File: config.mk
export PLATFORM = sky130hd
export DESIGN_NAME = cam_capture
export DESIGN_NICKNAME = d
export VERILOG_FILES = /design/src/rtl/cam_cap_pkg.sv /design/src/rtl/cam_mclk_div.sv /design/src/rtl/cam_cap_front.sv /design/src/rtl/cam_wr_issue.sv /design/src/rtl/cam_capture.sv
export SDC_FILE = /design/constraint.sdc
export NUM_CORES = 1
export LEC_CHECK = 0
export BUFFER_PORTS_ARGS = -buffer_cell sky130_fd_sc_hd__buf_4
export CAP_MARGIN = 15
export CELL_PAD_IN_SITES_DETAIL_PLACEMENT = 1
export CELL_PAD_IN_SITES_GLOBAL_PLACEMENT = 1
export CORE_AREA = 4 4 329 331
export DETAILED_ROUTE_END_ITERATION = 10
export DIE_AREA = 0 0 333 335
export PLACE_DENSITY = 0.68
export SLEW_MARGIN = 20
export SYNTH_ARGS = -nofsm -noshare
export SYNTH_HDL_FRONTEND = slang
export SYNTH_SLANG_ARGS = --single-unit
export TNS_END_PERCENT = 30
File: constraint.sdc
create_clock -name clk -period 9.2 [get_ports clk]
set_input_delay 0.46 -clock clk [delete_from_list [all_inputs] [get_ports clk]]
set_output_delay 0.46 -clock clk [all_outputs]
set_load 0.02 [all_outputs]
File: src/rtl/cam_cap_pkg.sv
// Shared constants and types for the camera capture engine.
// Assumes: beats are 64 bits, frames hold fewer than 2^20 beats.
package cam_cap_pkg;
    localparam int BEAT_BYTES = 8;
    localparam int BEAT_W     = 64;
    localparam int IDX_W      = 20;
    localparam int ADDR_W     = 32;
    localparam int NTGT       = 4;
    // status write bit positions (flag, then its write-enable)
    localparam int ST_SOF    = 0;
    localparam int ST_SOF_WE = 1;
    localparam int ST_EOF    = 2;
    localparam int ST_EOF_WE = 3;
    localparam int ST_ARM    = 4;
    localparam int ST_ARM_WE = 5;
    localparam int ST_OVF    = 6;
    localparam int ST_OVF_WE = 7;

    typedef struct packed {
        logic [IDX_W-1:0]  idx;
        logic [BEAT_W-1:0] data;
    } beat_t;
endpackage

File: src/rtl/cam_mclk_div.sv
// Integer divider for the camera master clock.
// Output toggles every DIV+1 input cycles; held low while disabled.
module cam_mclk_div #(
    parameter int DIV_W = 8
) (
    input  logic             clk,
    input  logic             rst_n,
    input  logic             en,
    input  logic [DIV_W-1:0] div,
    output logic             mclk
);
    logic [DIV_W-1:0] cnt;

    // count to div, then toggle the output
    always_ff @(posedge clk) begin
        if (!rst_n || !en) begin
            cnt  <= '0;
            mclk <= 1'b0;
        end else if (cnt == div) begin
            cnt  <= '0;
            mclk <= ~mclk;
        end else begin
            cnt <= cnt + 1'b1;
        end
    end

    assert_mclk_off_R11: assert property (@(posedge clk) disable iff (!rst_n)
        !en |=> !mclk);
endmodule

File: src/rtl/cam_cap_front.sv
// Camera front end: edge detection on the sampled port, byte packing into
// beats, per-line beat limiting and line counting.
// Assumes pclk/vsync/href/data are already synchronous to clk and that a
// pclk phase lasts at least one clk cycle.
module cam_cap_front
    import cam_cap_pkg::*;
#(
    parameter int DATA_W = 8,
    parameter int GRP_W  = 8,
    parameter int LINE_W = 10
) (
    input  logic              clk,
    input  logic              rst_n,
    input  logic              pclk,
    input  logic              vsync,
    input  logic              href,
    input  logic [DATA_W-1:0] data,
    input  logic              arm,
    input  logic [GRP_W-1:0]  groups,
    input  logic              burst,
    input  logic [LINE_W-1:0] lines,
    output logic              sof,
    output logic              beat_valid,
    output beat_t             beat,
    output logic              lines_done
);
    localparam int BPL_W  = GRP_W + 2;
    localparam int BC_W   = $clog2(BEAT_BYTES);
    localparam int SREG_W = (BEAT_BYTES - 1) * DATA_W;

    logic              pclk_q, vsync_q, href_q, active;
    logic [BC_W-1:0]   byte_cnt;
    logic [SREG_W-1:0] sreg;
    logic [BPL_W-1:0]  beat_in_line, bpl;
    logic [LINE_W-1:0] line_cnt, line_nxt;
    logic [IDX_W-1:0]  frame_idx;
    logic              pe;

    assign pe       = pclk & ~pclk_q;
    assign sof      = vsync & ~vsync_q;
    assign bpl      = burst ? {groups, 2'b00} : {2'b00, groups};
    assign line_nxt = line_cnt + 1'b1;

    // sync edges, byte packing, line and frame counting
    always_ff @(posedge clk) begin
        if (!rst_n) begin
            pclk_q <= 1'b0; vsync_q <= 1'b0; href_q <= 1'b0; active <= 1'b0;
            byte_cnt <= '0; sreg <= '0; beat_in_line <= '0; line_cnt <= '0;
            frame_idx <= '0; beat_valid <= 1'b0; beat <= '0; lines_done <= 1'b0;
        end else begin
            pclk_q     <= pclk;
            vsync_q    <= vsync;
            beat_valid <= 1'b0;
            lines_done <= 1'b0;
            if (sof) begin
                active       <= arm;
                line_cnt     <= '0;
                beat_in_line <= '0;
                byte_cnt     <= '0;
                frame_idx    <= '0;
                href_q       <= 1'b0;
            end else if (pe) begin
                href_q <= href;
                if (active && href && beat_in_line < bpl) begin
                    if (byte_cnt == BC_W'(BEAT_BYTES - 1)) begin
                        beat_valid   <= 1'b1;
                        beat.data    <= {data, sreg};
                        beat.idx     <= frame_idx;
                        frame_idx    <= frame_idx + 1'b1;
                        beat_in_line <= beat_in_line + 1'b1;
                    end else begin
                        sreg[byte_cnt*DATA_W +: DATA_W] <= data;
                    end
                    byte_cnt <= byte_cnt + 1'b1;
                end
                if (active && href_q && !href) begin
                    beat_in_line <= '0;
                    byte_cnt     <= '0;
                    line_cnt     <= line_nxt;
                    if (line_nxt == lines) begin
                        active     <= 1'b0;
                        lines_done <= 1'b1;
                    end
                end
            end
        end
    end

    assert_sof_restart_R5: assert property (@(posedge clk) disable iff (!rst_n)
        sof |=> (line_cnt == '0 && frame_idx == '0 && beat_in_line == '0));
    assert_beat_on_edge_R1: assert property (@(posedge clk) disable iff (!rst_n)
        beat_valid |-> $past(pe && href && active));
endmodule

File: src/rtl/cam_wr_issue.sv
// Beat buffer and write issuer. Holds up to DEPTH beats and replays each
// group (1 or 4 beats) to every enabled target in target order, holding the
// request stable until acknowledged. Assumes DEPTH is a power of two >= 4.
module cam_wr_issue
    import cam_cap_pkg::*;
#(
    parameter int DEPTH = 8
) (
    input  logic               clk,
    input  logic               rst_n,
    input  logic               beat_valid,
    input  beat_t              beat,
    input  logic               burst,
    input  logic [NTGT-1:0]    tgt_mask,
    input  logic [NTGT*ADDR_W-1:0] bases,
    input  logic               wr_ack,
    output logic               wr_req,
    output logic [ADDR_W-1:0]  wr_addr,
    output logic [BEAT_W-1:0]  wr_data,
    output logic               wr_first,
    output logic               wr_last,
    output logic               idle,
    output logic               ovf
);
    localparam int PTR_W = $clog2(DEPTH);
    localparam int CNT_W = PTR_W + 1;
    localparam int TGT_W = $clog2(NTGT);
    localparam int K_W   = 2;

    beat_t             fifo_q [DEPTH];
    logic [PTR_W-1:0]  wr_ptr, rd_ptr;
    logic [CNT_W-1:0]  count, grp_need, pop_n;
    logic              busy, push, start, drop, nxt_found, grp_done;
    logic [TGT_W-1:0]  tgt, first_tgt, nxt_tgt;
    logic [K_W-1:0]    k, grp_last;
    logic [NTGT-1:0]   mask_q;
    logic [ADDR_W-1:0] base_arr [NTGT];
    beat_t             cur;

    for (genvar g = 0; g < NTGT; g++) begin : g_base
        assign base_arr[g] = bases[g*ADDR_W +: ADDR_W];
    end

    assign push     = beat_valid && (count != CNT_W'(DEPTH));
    assign ovf      = beat_valid && (count == CNT_W'(DEPTH));
    assign grp_need = burst ? CNT_W'(4) : CNT_W'(1);
    assign start    = !busy && (count >= grp_need);
    assign drop     = start && (tgt_mask == '0);
    assign cur      = fifo_q[rd_ptr + PTR_W'(k)];
    assign wr_req   = busy;
    assign wr_addr  = base_arr[tgt] + ADDR_W'({cur.idx, 3'b000});
    assign wr_data  = cur.data;
    assign wr_first = (k == '0);
    assign wr_last  = (k == grp_last);
    assign idle     = !busy && (count == '0);
    assign grp_done = busy && wr_ack && (k == grp_last) && !nxt_found;
    assign pop_n    = grp_done ? CNT_W'(grp_last) + 1'b1 : (drop ? CNT_W'(1) : '0);

    // pick the lowest enabled target, and the next one above the current
    always_comb begin
        first_tgt = '0;
        nxt_tgt   = '0;
        nxt_found = 1'b0;
        for (int t = NTGT - 1; t >= 0; t--) begin
            if (tgt_mask[t]) first_tgt = TGT_W'(t);
            if (mask_q[t] && t > int'(tgt)) begin
                nxt_found = 1'b1;
                nxt_tgt   = TGT_W'(t);
            end
        end
    end

    // buffer storage write
    always_ff @(posedge clk) begin
        if (push) fifo_q[wr_ptr] <= beat;
    end

    // buffer pointers and occupancy
    always_ff @(posedge clk) begin
        if (!rst_n) begin
            wr_ptr <= '0; rd_ptr <= '0; count <= '0;
        end else begin
            wr_ptr <= wr_ptr + PTR_W'(push);
            rd_ptr <= rd_ptr + PTR_W'(pop_n);
            count  <= count + CNT_W'(push) - pop_n;
        end
    end

    // group issue sequencing over beats and targets
    always_ff @(posedge clk) begin
        if (!rst_n) begin
            busy <= 1'b0; tgt <= '0; k <= '0; grp_last <= '0; mask_q <= '0;
        end else if (start && !drop) begin
            busy     <= 1'b1;
            tgt      <= first_tgt;
            k        <= '0;
            grp_last <= burst ? K_W'(3) : K_W'(0);
            mask_q   <= tgt_mask;
        end else if (busy && wr_ack) begin
            if (k != grp_last) begin
                k <= k + 1'b1;
            end else begin
                k <= '0;
                if (nxt_found) tgt  <= nxt_tgt;
                else           busy <= 1'b0;
            end
        end
    end

    assert_req_hold_R4: assert property (@(posedge clk) disable iff (!rst_n)
        wr_req && !wr_ack |=> wr_req && $stable(wr_addr) && $stable(wr_data));
    assert_run_order_R3: assert property (@(posedge clk) disable iff (!rst_n)
        wr_req && wr_ack && !wr_last |=> wr_req && !wr_first);
    assert_no_overflow_R13: assert property (@(posedge clk) disable iff (!rst_n)
        count <= CNT_W'(DEPTH));
endmodule

File: src/rtl/cam_capture.sv
// Top of the camera capture engine: status flags with qualified clears,
// arming and auto mode, interrupt, and wiring of front end, write issuer and
// master clock divider. Assumes configuration is static while a frame runs.
module cam_capture
    import cam_cap_pkg::*;
#(
    parameter int GRP_W      = 8,
    parameter int LINE_W     = 10,
    parameter int DIV_W      = 8,
    parameter int FIFO_DEPTH = 8
) (
    input  logic               clk,
    input  logic               rst_n,
    input  logic               cam_pclk,
    input  logic               cam_vsync,
    input  logic               cam_href,
    input  logic [7:0]         cam_data,
    output logic               cam_mclk,
    input  logic [DIV_W-1:0]   cfg_mclk_div,
    input  logic               cfg_mclk_en,
    input  logic [GRP_W-1:0]   cfg_line_groups,
    input  logic [LINE_W-1:0]  cfg_lines,
    input  logic               cfg_burst,
    input  logic               cfg_auto,
    input  logic               cfg_disp_en,
    input  logic               cfg_ai_en,
    input  logic [31:0]        cfg_disp_base,
    input  logic [31:0]        cfg_r_base,
    input  logic [31:0]        cfg_g_base,
    input  logic [31:0]        cfg_b_base,
    input  logic               cfg_ie_start,
    input  logic               cfg_ie_finish,
    input  logic               sts_wr,
    input  logic [7:0]         sts_wdata,
    output logic [3:0]         sts_flags,
    output logic               irq,
    output logic               wr_req,
    input  logic               wr_ack,
    output logic [31:0]        wr_addr,
    output logic [63:0]        wr_data,
    output logic               wr_first,
    output logic               wr_last
);
    logic  sof, beat_valid, lines_done, idle, ovf_hit, arm;
    logic  start_f, fin_f, arm_f, ovf_f, fin_pend;
    logic  clr_start, clr_fin, clr_ovf;
    beat_t beat;

    assign clr_start = sts_wr && sts_wdata[ST_SOF] && sts_wdata[ST_SOF_WE];
    assign clr_fin   = sts_wr && sts_wdata[ST_EOF] && sts_wdata[ST_EOF_WE];
    assign clr_ovf   = sts_wr && sts_wdata[ST_OVF] && sts_wdata[ST_OVF_WE];
    assign arm       = arm_f | cfg_auto;
    assign sts_flags = {ovf_f, arm_f, fin_f, start_f};
    assign irq       = (start_f & cfg_ie_start) | (fin_f & cfg_ie_finish);

    cam_mclk_div #(.DIV_W(DIV_W)) mclk_i (
        .clk(clk), .rst_n(rst_n), .en(cfg_mclk_en), .div(cfg_mclk_div),
        .mclk(cam_mclk)
    );

    cam_cap_front #(.DATA_W(8), .GRP_W(GRP_W), .LINE_W(LINE_W)) front_i (
        .clk(clk), .rst_n(rst_n), .pclk(cam_pclk), .vsync(cam_vsync),
        .href(cam_href), .data(cam_data), .arm(arm), .groups(cfg_line_groups),
        .burst(cfg_burst), .lines(cfg_lines), .sof(sof),
        .beat_valid(beat_valid), .beat(beat), .lines_done(lines_done)
    );

    cam_wr_issue #(.DEPTH(FIFO_DEPTH)) issue_i (
        .clk(clk), .rst_n(rst_n), .beat_valid(beat_valid), .beat(beat),
        .burst(cfg_burst),
        .tgt_mask({cfg_ai_en, cfg_ai_en, cfg_ai_en, cfg_disp_en}),
        .bases({cfg_b_base, cfg_g_base, cfg_r_base, cfg_disp_base}),
        .wr_ack(wr_ack), .wr_req(wr_req), .wr_addr(wr_addr),
        .wr_data(wr_data), .wr_first(wr_first), .wr_last(wr_last),
        .idle(idle), .ovf(ovf_hit)
    );

    // sticky flags, arm bit and pending-finish tracking
    always_ff @(posedge clk) begin
        if (!rst_n) begin
            start_f <= 1'b0; fin_f <= 1'b0; arm_f <= 1'b0;
            ovf_f <= 1'b0; fin_pend <= 1'b0;
        end else begin
            if (sof)            start_f <= 1'b1;
            else if (clr_start) start_f <= 1'b0;

            if (sts_wr && sts_wdata[ST_ARM_WE]) arm_f <= sts_wdata[ST_ARM];
            else if (sof && !cfg_auto)          arm_f <= 1'b0;

            if (sof)                   fin_pend <= 1'b0;
            else if (lines_done)       fin_pend <= 1'b1;
            else if (fin_pend && idle) fin_pend <= 1'b0;

            if (fin_pend && idle && !sof) fin_f <= 1'b1;
            else if (clr_fin)             fin_f <= 1'b0;

            if (ovf_hit)      ovf_f <= 1'b1;
            else if (clr_ovf) ovf_f <= 1'b0;
        end
    end

    assert_start_sticky_R7: assert property (@(posedge clk) disable iff (!rst_n)
        start_f && !clr_start |=> start_f);
    assert_finish_sticky_R7: assert property (@(posedge clk) disable iff (!rst_n)
        fin_f && !clr_fin |=> fin_f);
    assert_finish_drained_R6: assert property (@(posedge clk) disable iff (!rst_n)
        $rose(fin_f) |-> !wr_req);
    assert_sof_flag_R5: assert property (@(posedge clk) disable iff (!rst_n)
        sof |=> start_f);
endmodule

==> results.md, run 1 <==
- Hold Crit Depth: 2
- # DRC: 0
- Min-Delay Startpoint: cam_vsync
- Worst setup SP type: register
- Crit Path Class: register to primary output
- Postcts setup bufs: 0
- HPWL after DPL: 58,700 um
- Detailed Route Iter0 Violations: 1,639
- Initial antenna violation count: 2
- Yosys warns: 0
- Total negative slack: 0 ns
- Total gr overflow: 0
- Synth area leaders: edfxtp_1 55%, mux4_2 12%, dfxtp_1 12%, mux2_2 2.6%, nand3_1 2.0%
- Worst Reg-to-Reg Cells: 6
- CTS Sinks: 892
- Sequential cell fraction of total power: 43.2%
- Final wirelength: 95,600 um
- Share of power burned in combinational logic: 20.1%
- First-pass detailed-route iteration total: 5
- Placed Area: 40,500 um2
- Status: finished clean
- RSZ-0062 raised after global routing: no
- Setup slack at placement: 3.37 ns
- Endpoint type of the worst setup path: primary output
- PwrDens: 229 nW/um2
- Setup ws final: 2.76 ns
- H-Tree Depth: 3
- Post-synth top area share: 55.0%
- Post-DRT Antenna Nets: 0
- Crit path DAT: 5.98 ns
- Flop-to-flop setup slack: 5.57 ns
- Syn Inst Count: 2,307
- Post-synth top cells: 672 x edfxtp_1, 220 x dfxtp_1, 200 x mux4_2
- Initial Util: 34.9%
- Core area: 105,000 um2
- Chip Width: 333 um
- Netlist cell types: 66
- Worst flop-to-flop path startpoint: issue_i.count[1]$_SDFF_PN0_
- Clk pin slew, worst setup/hold paths: 0.06 ns
- CTS tree: done
- Hold Path Class: primary input to register
- Design area: 43,500 um2
- Yosys reg bits: 892
- Leak: 0.0143 uW
- Post-synth top flop: edfxtp_1
- Final Net Count: 2,830
- Gpl congestion: 0.827
- Clk pwr share: 36.7%
- Resized cells post-CTS: 0
- Die Span Y: 335 um
- Hold Path End: front_i.vsync_q$_SDFF_PN0_
- Psw: 2690 uW
- Clk buf depth: 3
- Int Power: 7280 uW
- Final Critical Period: 6.44 ns
- Max Slew Vio Count: 0
- Clock latency on the worst-skew pair: 0.67 ns
- Inserted Clock Buffers: 93
- Worst reg2reg path endpoint: issue_i.fifo_q[7][75]$_DFFE_PP_
- Die footprint: 112,000 um2
- WP data required: 8.74 ns
- First-pass GRT wire length: 146,000 um
- Vias/cell: 5.24
- CP max FO: 42
- Asr flop ratio synth: 0%
- Gr usage total: 16.9%
- Max IR drop VDD: 0.000153 V
- Share of the yosys chip area belonging to registers: 67.0%
- Mapped Area: 36,700 um2
- Fin crit share: 69.9%
- Area grow syn2layout: 18.6%
- Actual slew at the worst max-slew pin: 1.04 ns
- Area leader, netlist: edfxtp_1
- Vias post-DR: 21,300
- Post-synth EDFFs: 672
- Net Sw Frac: 27.0%
- Highest Clock Rate: 155 MHz
- Share of cells above drive strength 1: 29.0%
- Most numerous cell in the Yosys netlist: edfxtp_1
- Max-cap violations: 0
- IO buf count: 288
- Vias in the first global route: 23,100
- Site Rows: 119
- Routed WL per cell: 23.5 um
- Final hold vios: 0
- Clock Skew: 0.0621 ns
- Root Buffer: clkbuf_16
- Slew headroom: 30.8%
- IO Count: 289
- Syn avg cell area: 15.9 um2
- Syn nets: 2,544
- Pin count of the biggest net entering global routing: 129
- Final setup violation count: 0
==> power groups by stage <==
stage                     Clock (uW)  Sequential [uW]  Combinational, uW
after floorplan                    0             4380               1350
after global placement             0             4390               2010
after detailed placement           0             4390               2040
after CTS                       3740             4300               2040
after global routing            3930             4300               2170
final                           3660             4300               2010
==> worst max-delay path, cell delays in order, from the launching register on <==
cell and delay, ns:
dfxtp_1 0.48, ha_4 0.17, inv_1 0.04, fa_4 1.16, buf_4 0.63, mux4_2 0.40, mux2_2 0.32, fa_1 0.46
a21o_1 0.23, a221oi_1 0.48, o21ai_0 0.21, a21o_1 0.22, a21oi_1 0.17, xnor2_1 0.14, buf_4 0.17
==> layout make-up <==
| class | instances | area (um2) |
|---|---|---|
| clock inverters | 44 | 458 |
| inverters | 24 | 90.1 |
| fillers | 10600 | 61600 |
| multi-input cells | 1258 | 11600 |
| flip-flops and latches | 892 | 24600 |
| clock buffers | 132 | 2560 |
| repair buffers | 324 | 2440 |
| diodes | 4 | 10.0 |
| well taps | 1391 | 1740 |
==> metrics by stage <==
stage | cells | utilization [%] | power (uW) | hold WS [ns]
after floorplan | 2307 | - | 5730 | 0.413
after global placement | 3888 | 38.5 | 6400 | 0.434
after CTS | 4065 | 41.4 | 10100 | 0.0434
final | 4069 | 41.4 | 9970 | 0.0829
after global routing | 4068 | 41.4 | 10400 | 0.0716
after detailed placement | 3888 | 38.5 | 6430 | 0.437
==> metal layers <==
layer  share of wire, %  global-route usage [%]  vias up
met5                  0                       0        -
met4                2.1                    4.38        0
met3                3.4                    2.24      119
met2                 50                    28.6      396
met1                 44                    23.2    11200
li1                   -                       -     9567
==> what timing repair did <==
| action | CTS | global route |
|---|---|---|
| hold buffers | 1 | 0 |
| endpoints found under the hold margin | 1 | 0 |
| setup endpoints to repair | 0 | 0 |
==> worst max-delay path by stage <==
stage                           startpoint                        endpoint  slack, ns  cells past startpoint
2_1_floorplan  issue_i.count[1]$_SDFF_PN0_  issue_i.fifo_q[1][0]$_DFFE_PP_       1.85                      4
3_5_place_dp     issue_i.k[0]$_SDFFE_PP0P_                     wr_addr[13]       3.37                     14
5_1_grt          issue_i.k[0]$_SDFFE_PP0P_                     wr_addr[13]       2.42                     14
3_3_place_gp     issue_i.k[0]$_SDFFE_PP0P_                     wr_addr[13]       3.47                     14
4_1_cts          issue_i.k[0]$_SDFFE_PP0P_                     wr_addr[13]       2.65                     14
6_report         issue_i.k[0]$_SDFFE_PP0P_                     wr_addr[13]       2.76                     14
==> sequential cells by signal, indices dropped and copies added, names as in the netlist, 2 cells and up <==
register	count
mclk_i.cnt	8
front_i.sreg	56
front_i.beat_in_line	10
issue_i.tgt	2
front_i.byte_cnt	3
issue_i.wr_ptr	3
issue_i.count	4
front_i.line_cnt	10
front_i.beat	84
front_i.frame_idx	20
issue_i.rd_ptr	3
issue_i.k	2
issue_i.fifo_q	672
==> cells in the final DEF, fill, tap and decap left out, types with 13 or more instances in the layout <==
cell | netlist | layout
clkbuf_16 | 0 | 94
xor2_1 | 32 | 31
a21o_1 | 13 | 13
nor2b_1 | 14 | 14
clkbuf_1 | 92 | 31
nand3_1 | 145 | 145
ha_1 | 50 | 49
edfxtp_1 | 672 | 672
dfxtp_1 | 220 | 218
nand4_1 | 21 | 21
o21ai_0 | 126 | 126
xnor2_1 | 53 | 53
mux4_2 | 200 | 200
nor2_1 | 68 | 62
mux2_2 | 84 | 84
a21oi_1 | 51 | 51
buf_4 | 4 | 322
mux2i_1 | 28 | 28
clkinv_2 | 0 | 18
inv_1 | 24 | 24
nand2b_1 | 15 | 15
nand2_1 | 182 | 182
and2_1 | 18 | 18
a21boi_0 | 22 | 22
==> kinds of logic after synthesis <==
kind of cell,count (synthesis),share of synthesized area (%)
compound gates,288,4.97
xor+xnor,85,2.03
fa+ha+maj,53,1.87
buf+inv,157,1.70
flops,892,67.0
mux,312,15.6
simple gates,520,6.78
(Power assumes the default switching activity.)
==> run 2: changes to the inputs <==
PLACE_DENSITY = 0.7   (was 0.68)
clock period = 5.9 ns   (was 9.2 ns; I/O delays follow)
==> run 2 against run 1 <==
  * Cell count increased by 0.47%
  * Clock skew is 0.0015 ns lower
  * Via count rose by 0.81%
  * Register-to-register slack got worse by 3.1 ns
  * Combinational power grew 49%
==> results.md, run 2 (synthesized netlist as in run 1, its figures left out) <==
- Max IR drop VDD: 0.000233 V (was 0.000153 V)
- Clk pin slew, worst setup/hold paths: 0.06 ns (about the same)
- PwrDens: 359 nW/um2 (was 229 nW/um2)
- Largest register FFs: 672 (unchanged)
- Slew headroom: 26.0% (was 30.8%)
- Status: finished clean (unchanged)
- Top Registers: issue_i.fifo_q x672, front_i.beat x84, front_i.sreg x56 (unchanged)
- Setup ws final: 0.241 ns (was 2.76 ns)
- Final wirelength: 96,600 um (was 95,600 um)
- First-pass detailed-route iteration total: 5 (unchanged)
- Clk buf depth: 3 (unchanged)
- Most frequent cells in the layout: 672 x edfxtp_1, 318 x buf_4, 217 x dfxtp_1 (was 672 x edfxtp_1, 322 x buf_4, 218 x dfxtp_1)
- RSZ-0062 raised after global routing: no (unchanged)
- Flop-to-flop setup slack: 2.48 ns (was 5.57 ns)
- # DRC: 0 (unchanged)
- Leak: 0.0142 uW (was 0.0143 uW)
- Inserted Clock Buffers: 93 (unchanged)
- Max Slew Vio Count: 0 (unchanged)
- Design area: 44,100 um2 (was 43,500 um2)
- Actual slew at the worst max-slew pin: 1.11 ns (was 1.04 ns)
- CTS Sinks: 892 (unchanged)
- Crit Path Class: register to primary output (unchanged)
- Vias post-DR: 21,500 (was 21,300)
- Final Critical Period: 5.66 ns
- Worst Reg-to-Reg Cells: 5 (was 6)
- Highest Clock Rate: 177 MHz
- Min-Delay Startpoint: cfg_burst (was cam_vsync)
- Gpl congestion: 0.852 (was 0.827)
- H-Tree Depth: 3 (unchanged)
- Chip Width: 333 um (unchanged)
- Hold Crit Depth: 3 (was 2)
- HPWL after DPL: 60,400 um (was 58,700 um)
- Clock Skew: 0.0606 ns (was 0.0621 ns)
- Share of cells above drive strength 1: 29.0% (about the same)
- Most flop-heavy register: issue_i.fifo_q (unchanged)
- Most common cell after layout, fill and taps aside: edfxtp_1 (unchanged)
- Die Span Y: 335 um (unchanged)
- Root Buffer: clkbuf_16 (unchanged)
- Hold Path End: issue_i.grp_last[0]$_SDFFE_PN0P_ (was front_i.vsync_q$_SDFF_PN0_)
- Initial antenna violation count: 2 (unchanged)
- Clock latency on the worst-skew pair: 0.67 ns (about the same)
- Final setup violation count: 0 (unchanged)
- Post-DRT Antenna Nets: 0 (unchanged)
- Routed WL per cell: 23.6 um (was 23.5 um)
- Site Rows: 119 (unchanged)
- DP Cell Count: 3,892 (was 3,888)
- Gr usage total: 17.0% (was 16.9%)
- Setup slack at placement: 0.773 ns (was 3.37 ns)
- Worst hold margin: 0.0691 ns (was 0.0829 ns)
- WP data required: 5.61 ns (was 8.74 ns)
- Final Net Count: 2,855 (was 2,830)
- Pin count of the biggest net entering global routing: 129 (unchanged)
- CP max FO: 28 (was 42)
- Hold Path Class: primary input to register (unchanged)
- CTS tree: done (unchanged)
- Worst setup SP type: register (unchanged)
- IO Count: 289 (unchanged)
- Detailed Route Iter0 Violations: 1,514 (was 1,639)
- Core area: 105,000 um2 (unchanged)
- Final Util: 41.9% (was 41.4%)
- Die footprint: 112,000 um2 (unchanged)
- Worst flop-to-flop path startpoint: issue_i.count[1]$_SDFF_PN0_ (unchanged)
- Final hold vios: 0 (unchanged)
- Initial Util: 34.9% (unchanged)
- Total gr overflow: 0 (unchanged)
- Ant diodes: 0 (was 4)
- Area grow syn2layout: 20.2% (was 18.6%)
- IO buf count: 288 (unchanged)
- Placed Area: 40,600 um2 (was 40,500 um2)
- Crit path DAT: 5.36 ns (was 5.98 ns)
- Fin crit share: 95.9%
- Vias in the first global route: 23,400 (was 23,100)
- Postcts setup bufs: 0 (unchanged)
- Finished Layout Cells: 4,088 (was 4,069)
- First-pass GRT wire length: 147,000 um (was 146,000 um)
- Max-cap violations: 0 (unchanged)
- Endpoint type of the worst setup path: primary output (unchanged)
- Vias/cell: 5.26 (was 5.24)
- Worst reg2reg path endpoint: issue_i.fifo_q[3][5]$_DFFE_PP_ (was issue_i.fifo_q[7][75]$_DFFE_PP_)
-- run 2: changes by cell type in the layout (fill, tap and decap cells not counted), sizes merged, moves of 3 or more --
cell | previous run | this run
buf | 322 | 326
dlygate4sd3 | 1 | 22
bufinv | 4 | 12
diode | 4 | 0
clkinvlp | 3 | 6
clkinv | 34 | 21
-- run 2: worst max-delay path: stages, from the launching register on --
cell and delay, ns:
dfxtp_2 0.41, ha_4 0.15, inv_1 0.04, fa_4 1.09
buf_4 0.28, mux4_2 0.31, mux2_2 0.30, ha_1 0.38
and3_1 0.22, nand4_1 0.12, a211o_1 0.35, a311o_2 0.40
a21boi_0 0.24, xor2_1 0.22, buf_4 0.18
-- run 2: final cells by class --
cell class                      instances  area, um2
Fill cell                           10500      61000
Sequential cell                       892      24600
Multi-Input combinational cell       1258      11600
Timing Repair Buffer                  349       2780
Clock buffer                          134       2610
Tap cell                             1391       1740
Clock inverter                         40        649
Inverter                               24       90.1
-- run 2: how the worst max path moves through the flow --
| stage | cells after the start | startpoint | slack [ns] | end |
|---|---|---|---|---|
| after floorplan | 4 | issue_i.count[1]$_SDFF_PN0_ | -1.45 | issue_i.fifo_q[0][0]$_DFFE_PP_ |
| after global placement | 14 | issue_i.k[0]$_SDFFE_PP0P_ | 0.90 | wr_addr[13] |
| after detailed placement | 14 | issue_i.k[0]$_SDFFE_PP0P_ | 0.77 | wr_addr[13] |
| after CTS | 14 | issue_i.k[0]$_SDFFE_PP0P_ | 0.02 | wr_addr[13] |
| after global routing | 14 | issue_i.k[0]$_SDFFE_PP0P_ | 0.02 | wr_addr[25] |
| final | 14 | issue_i.k[0]$_SDFFE_PP0P_ | 0.24 | wr_addr[25] |
-- run 2: per-stage QoR --
step	setup TNS, ns	power [uW]
2_1_floorplan	-121.60	8830
3_3_place_gp	0	9800
3_5_place_dp	0	9880
4_1_cts	0	16000
5_1_grt	0	16500
6_report	0	15800
-- run 2: timing repair --
item | CTS | global route
resized for setup | 0 | 3
hold endpoints to repair | 27 | 0
endpoints found under the setup margin | 0 | 5
hold buffers | 22 | 0
-- run 2: report_power, final --
| group | internal [uW] | leakage [uW] | switching (uW) | total (uW) |
|---|---|---|---|---|
| Sequential | 6680 | 0.00777 | 44.6 | 6730 |
| Combinational | 1360 | 0.00492 | 1640 | 3000 |
| Clock | 3640 | 0.00155 | 2460 | 6090 |
-- run 2: metal layers --
layer  wire [um]  track usage, %
met1       41100            22.5
met2       49400            29.7
met3        4080            2.57
met4        2030            4.13
met5          13               0
==> run 3: changes to the inputs <==
CORE_AREA = 2 2 327 329   (was 4 4 329 331)
DIE_AREA = 0 0 329 331   (was 0 0 333 335)
SKIP_LAST_GASP = 1   (was not set)
==> run 3 against run 2 <==
  * First-iteration DRC count decreased by 1.1%
  * Setup slack better by 0.12 ns
  * Worst hold slack lost 0.011 ns
  * Sequential share of layout area grew 0.089 points
  * Flip-flop and latch count unchanged
  * Global-route usage up 0.57 points
  * Register-to-register slack improved by 0.09 ns
  * Total power down 0.92%
  * Die area decreased by 2.4%
==> results.md, run 3 (synthesized netlist as in run 1, its figures left out) <==
- Detailed Route Iter0 Violations: 1,498 (was 1,514)
- IO Count: 289 (unchanged)
- Vias post-DR: 21,500 (about the same)
- WP data required: 5.61 ns (about the same)
- Most flop-heavy register: issue_i.fifo_q (unchanged)
- Area grow syn2layout: 20.0% (was 20.2%)
- Clk pin slew, worst setup/hold paths: 0.06 ns (about the same)
- Root Buffer: clkbuf_16 (unchanged)
- Final setup violation count: 0 (unchanged)
- Top cell by count, worst path: buf_4 (unchanged)
- Die footprint: 109,000 um2 (was 112,000 um2)
- Clock Skew: 0.0580 ns (was 0.0606 ns)
- Finished Layout Cells: 4,089 (was 4,088)
- Final hold vios: 0 (unchanged)
- Share of cells above drive strength 1: 29.6% (was 29.0%)
- Ant diodes: 0 (unchanged)
- Max IR drop VDD: 0.000221 V (was 0.000233 V)
- CTS Sinks: 892 (unchanged)
- H-Tree Depth: 3 (unchanged)
- Initial Util: 34.9% (about the same)
- Final Net Count: 2,856 (was 2,855)
- Core area: 105,000 um2 (about the same)
- Leak: 0.0143 uW (was 0.0142 uW)
- Hold Path Class: primary input to register (unchanged)
- Worst flop-to-flop path startpoint: issue_i.count[1]$_SDFF_PN0_ (unchanged)
- Inserted Clock Buffers: 92 (was 93)
- First-pass GRT wire length: 145,000 um (was 147,000 um)
- Most frequent cells in the layout: 672 x edfxtp_1, 318 x buf_4, 218 x dfxtp_1 (was 672 x edfxtp_1, 318 x buf_4, 217 x dfxtp_1)
- Worst Reg-to-Reg Cells: 5 (unchanged)
- Initial antenna violation count: 4 (was 2)
- Status: finished clean (unchanged)
- Worst setup SP type: register (unchanged)
- Highest Clock Rate: 181 MHz (was 177 MHz)
- Vias/cell: 5.25 (was 5.26)
- Clock latency on the worst-skew pair: 0.67 ns (about the same)
- Pin count of the biggest net entering global routing: 169 (was 129)
- Total gr overflow: 0 (unchanged)
- Placed Area: 40,600 um2 (about the same)
- Largest register FFs: 672 (unchanged)
- Max Slew Vio Count: 0 (unchanged)
- Endpoint type of the worst setup path: primary output (unchanged)
- Site Rows: 119 (unchanged)
- Die Span Y: 331 um (was 335 um)
- Actual slew at the worst max-slew pin: 1.03 ns (was 1.11 ns)
- Slowest stage cell, crit path: fa_4 (unchanged)
- Slew headroom: 31.1% (was 26.0%)
- Fillers: 10,400 (was 10,500)
- Crit path DAT: 5.24 ns (was 5.36 ns)
- Fin crit share: 93.9% (was 95.9%)
- # DRC: 0 (unchanged)
- Top Registers: issue_i.fifo_q x672, front_i.beat x84, front_i.sreg x56 (unchanged)
- PwrDens: 356 nW/um2 (was 359 nW/um2)
- Crit-path max cell delay: 0.87 ns (was 1.09 ns)
- Gpl congestion: 0.833 (was 0.852)
- Clk buf depth: 3 (unchanged)
- RSZ-0062 raised after global routing: no (unchanged)
- Vias in the first global route: 23,300 (was 23,400)
- First-pass detailed-route iteration total: 5 (unchanged)
- Design area: 44,000 um2 (was 44,100 um2)
- CP max FO: 50 (was 28)
- Hold Crit Depth: 4 (was 3)
- CP Launch Point: issue_i.k[0]$_SDFFE_PP0P_ (unchanged)
- Gr usage total: 17.6% (was 17.0%)
- Chip Width: 329 um (was 333 um)
- Post-DRT Antenna Nets: 0 (unchanged)
- CTS tree: done (unchanged)
- IO buf count: 288 (unchanged)
- Crit Path Class: register to primary output (unchanged)
- Worst path cell trace: ha_4 -> inv_1 -> fa_4 -> buf_4 -> mux4_2 -> mux2_2 -> ha_1 -> nand4_1 -> o21bai_1 -> a21o_1 -> a21boi_0 -> xor2_1 -> buf_4 (was ha_4 -> inv_1 -> fa_4 -> buf_4 -> mux4_2 -> mux2_2 -> ha_1 -> and3_1 -> nand4_1 -> a211o_1 -> a311o_2 -> a21boi_0 -> xor2_1 -> buf_4)
- DP Cell Count: 3,891 (was 3,892)
- HPWL after DPL: 59,700 um (was 60,400 um)
- Max-cap violations: 0 (unchanged)
- Final Critical Period: 5.54 ns (was 5.66 ns)
- Final wirelength: 96,800 um (was 96,600 um)
- Most common cell after layout, fill and taps aside: edfxtp_1 (unchanged)
- Min-Delay Startpoint: cfg_auto (was cfg_burst)
- Routed WL per cell: 23.7 um (was 23.6 um)
-- run 3: cell count changes in the layout (fill, tap and decap cells not counted), moves of 2 or more --
cell        change
buf_12          +2
bufinv_16       -4
clkbuf_1       -18
clkbuf_16       -2
clkbuf_8        +5
clkinv_1        +3
clkinv_16       -2
clkinv_2       +17
clkinv_4        +4
clkinvlp_4      -5
-- run 3: final cells by class --
cell class / instances / area [um2] / share of cell area (%)
sequential: 892 / 24600 / 55.9
timing repair buffer: 351 / 2830 / 6.42
clock buffer: 119 / 2560 / 5.81
multi-input combinational: 1258 / 11600 / 26.4
tap: 1391 / 1740 / 3.96
inverter: 24 / 90.1 / 0.205
clock inverter: 54 / 583 / 1.33
-- run 3: final timing paths --
check	slack [ns]	to
setup / recovery	0.36	wr_addr[24]
hold / removal	0.06	front_i.active$_SDFFE_PN0P_
setup reg to reg	2.57	issue_i.fifo_q[3][28]$_DFFE_PP_
hold reg to reg	0.47	front_i.sreg[51]$_SDFFE_PN0P_
-- run 3: worst max-delay path, delay by kind of cell, from the launching register on --
family	cells	cell delay, ns
buffers and inverters	3	0.85
adder cells (fa/ha/maj)	3	1.44
multiplexers	2	0.73
AND/OR/NAND/NOR	1	0.19
AO/OA/AOI/OAI	3	0.73
XOR/XNOR	1	0.20
flip-flops	1	0.46
-- run 3: power by group --
part | total, uW | internal [uW] | switching (uW)
clock network | 5930 | 3440 | 2490
logic | 3020 | 1360 | 1650
registers | 6730 | 6680 | 44.5
total | 15700 | 11500 | 4190
-- run 3: stage by stage --
stage	util (%)	setup WS (ns)	TNS (ns)	power, uW	hold slack, ns
CTS	41.8	0.0815	0	15800	0.0175
global route	41.9	0.170	0	16300	0.0603
global placement	38.7	0.861	0	9810	0.429
floorplan	-	-1.45	-121.60	8830	0.413
finish	41.9	0.362	0	15700	0.0581
detailed placement	38.7	0.774	0	9880	0.455
-- run 3: timing repair --
action | CTS | global route
setup endpoints to repair | 0 | 7
hold endpoints to repair | 22 | 0
gates resized for setup | 0 | 1
hold buffers | 21 | 0
setup buffers | 0 | 3
-- run 3: layer usage --
metal  track usage [%]  wire, um  vias to the layer above
li1                  -         -                     9612
met5                 0        23                        -
met1              22.9     40600                    11200
met2              30.3     49400                      494
met3              2.48      3840                      159
met4              5.84      3010                        4
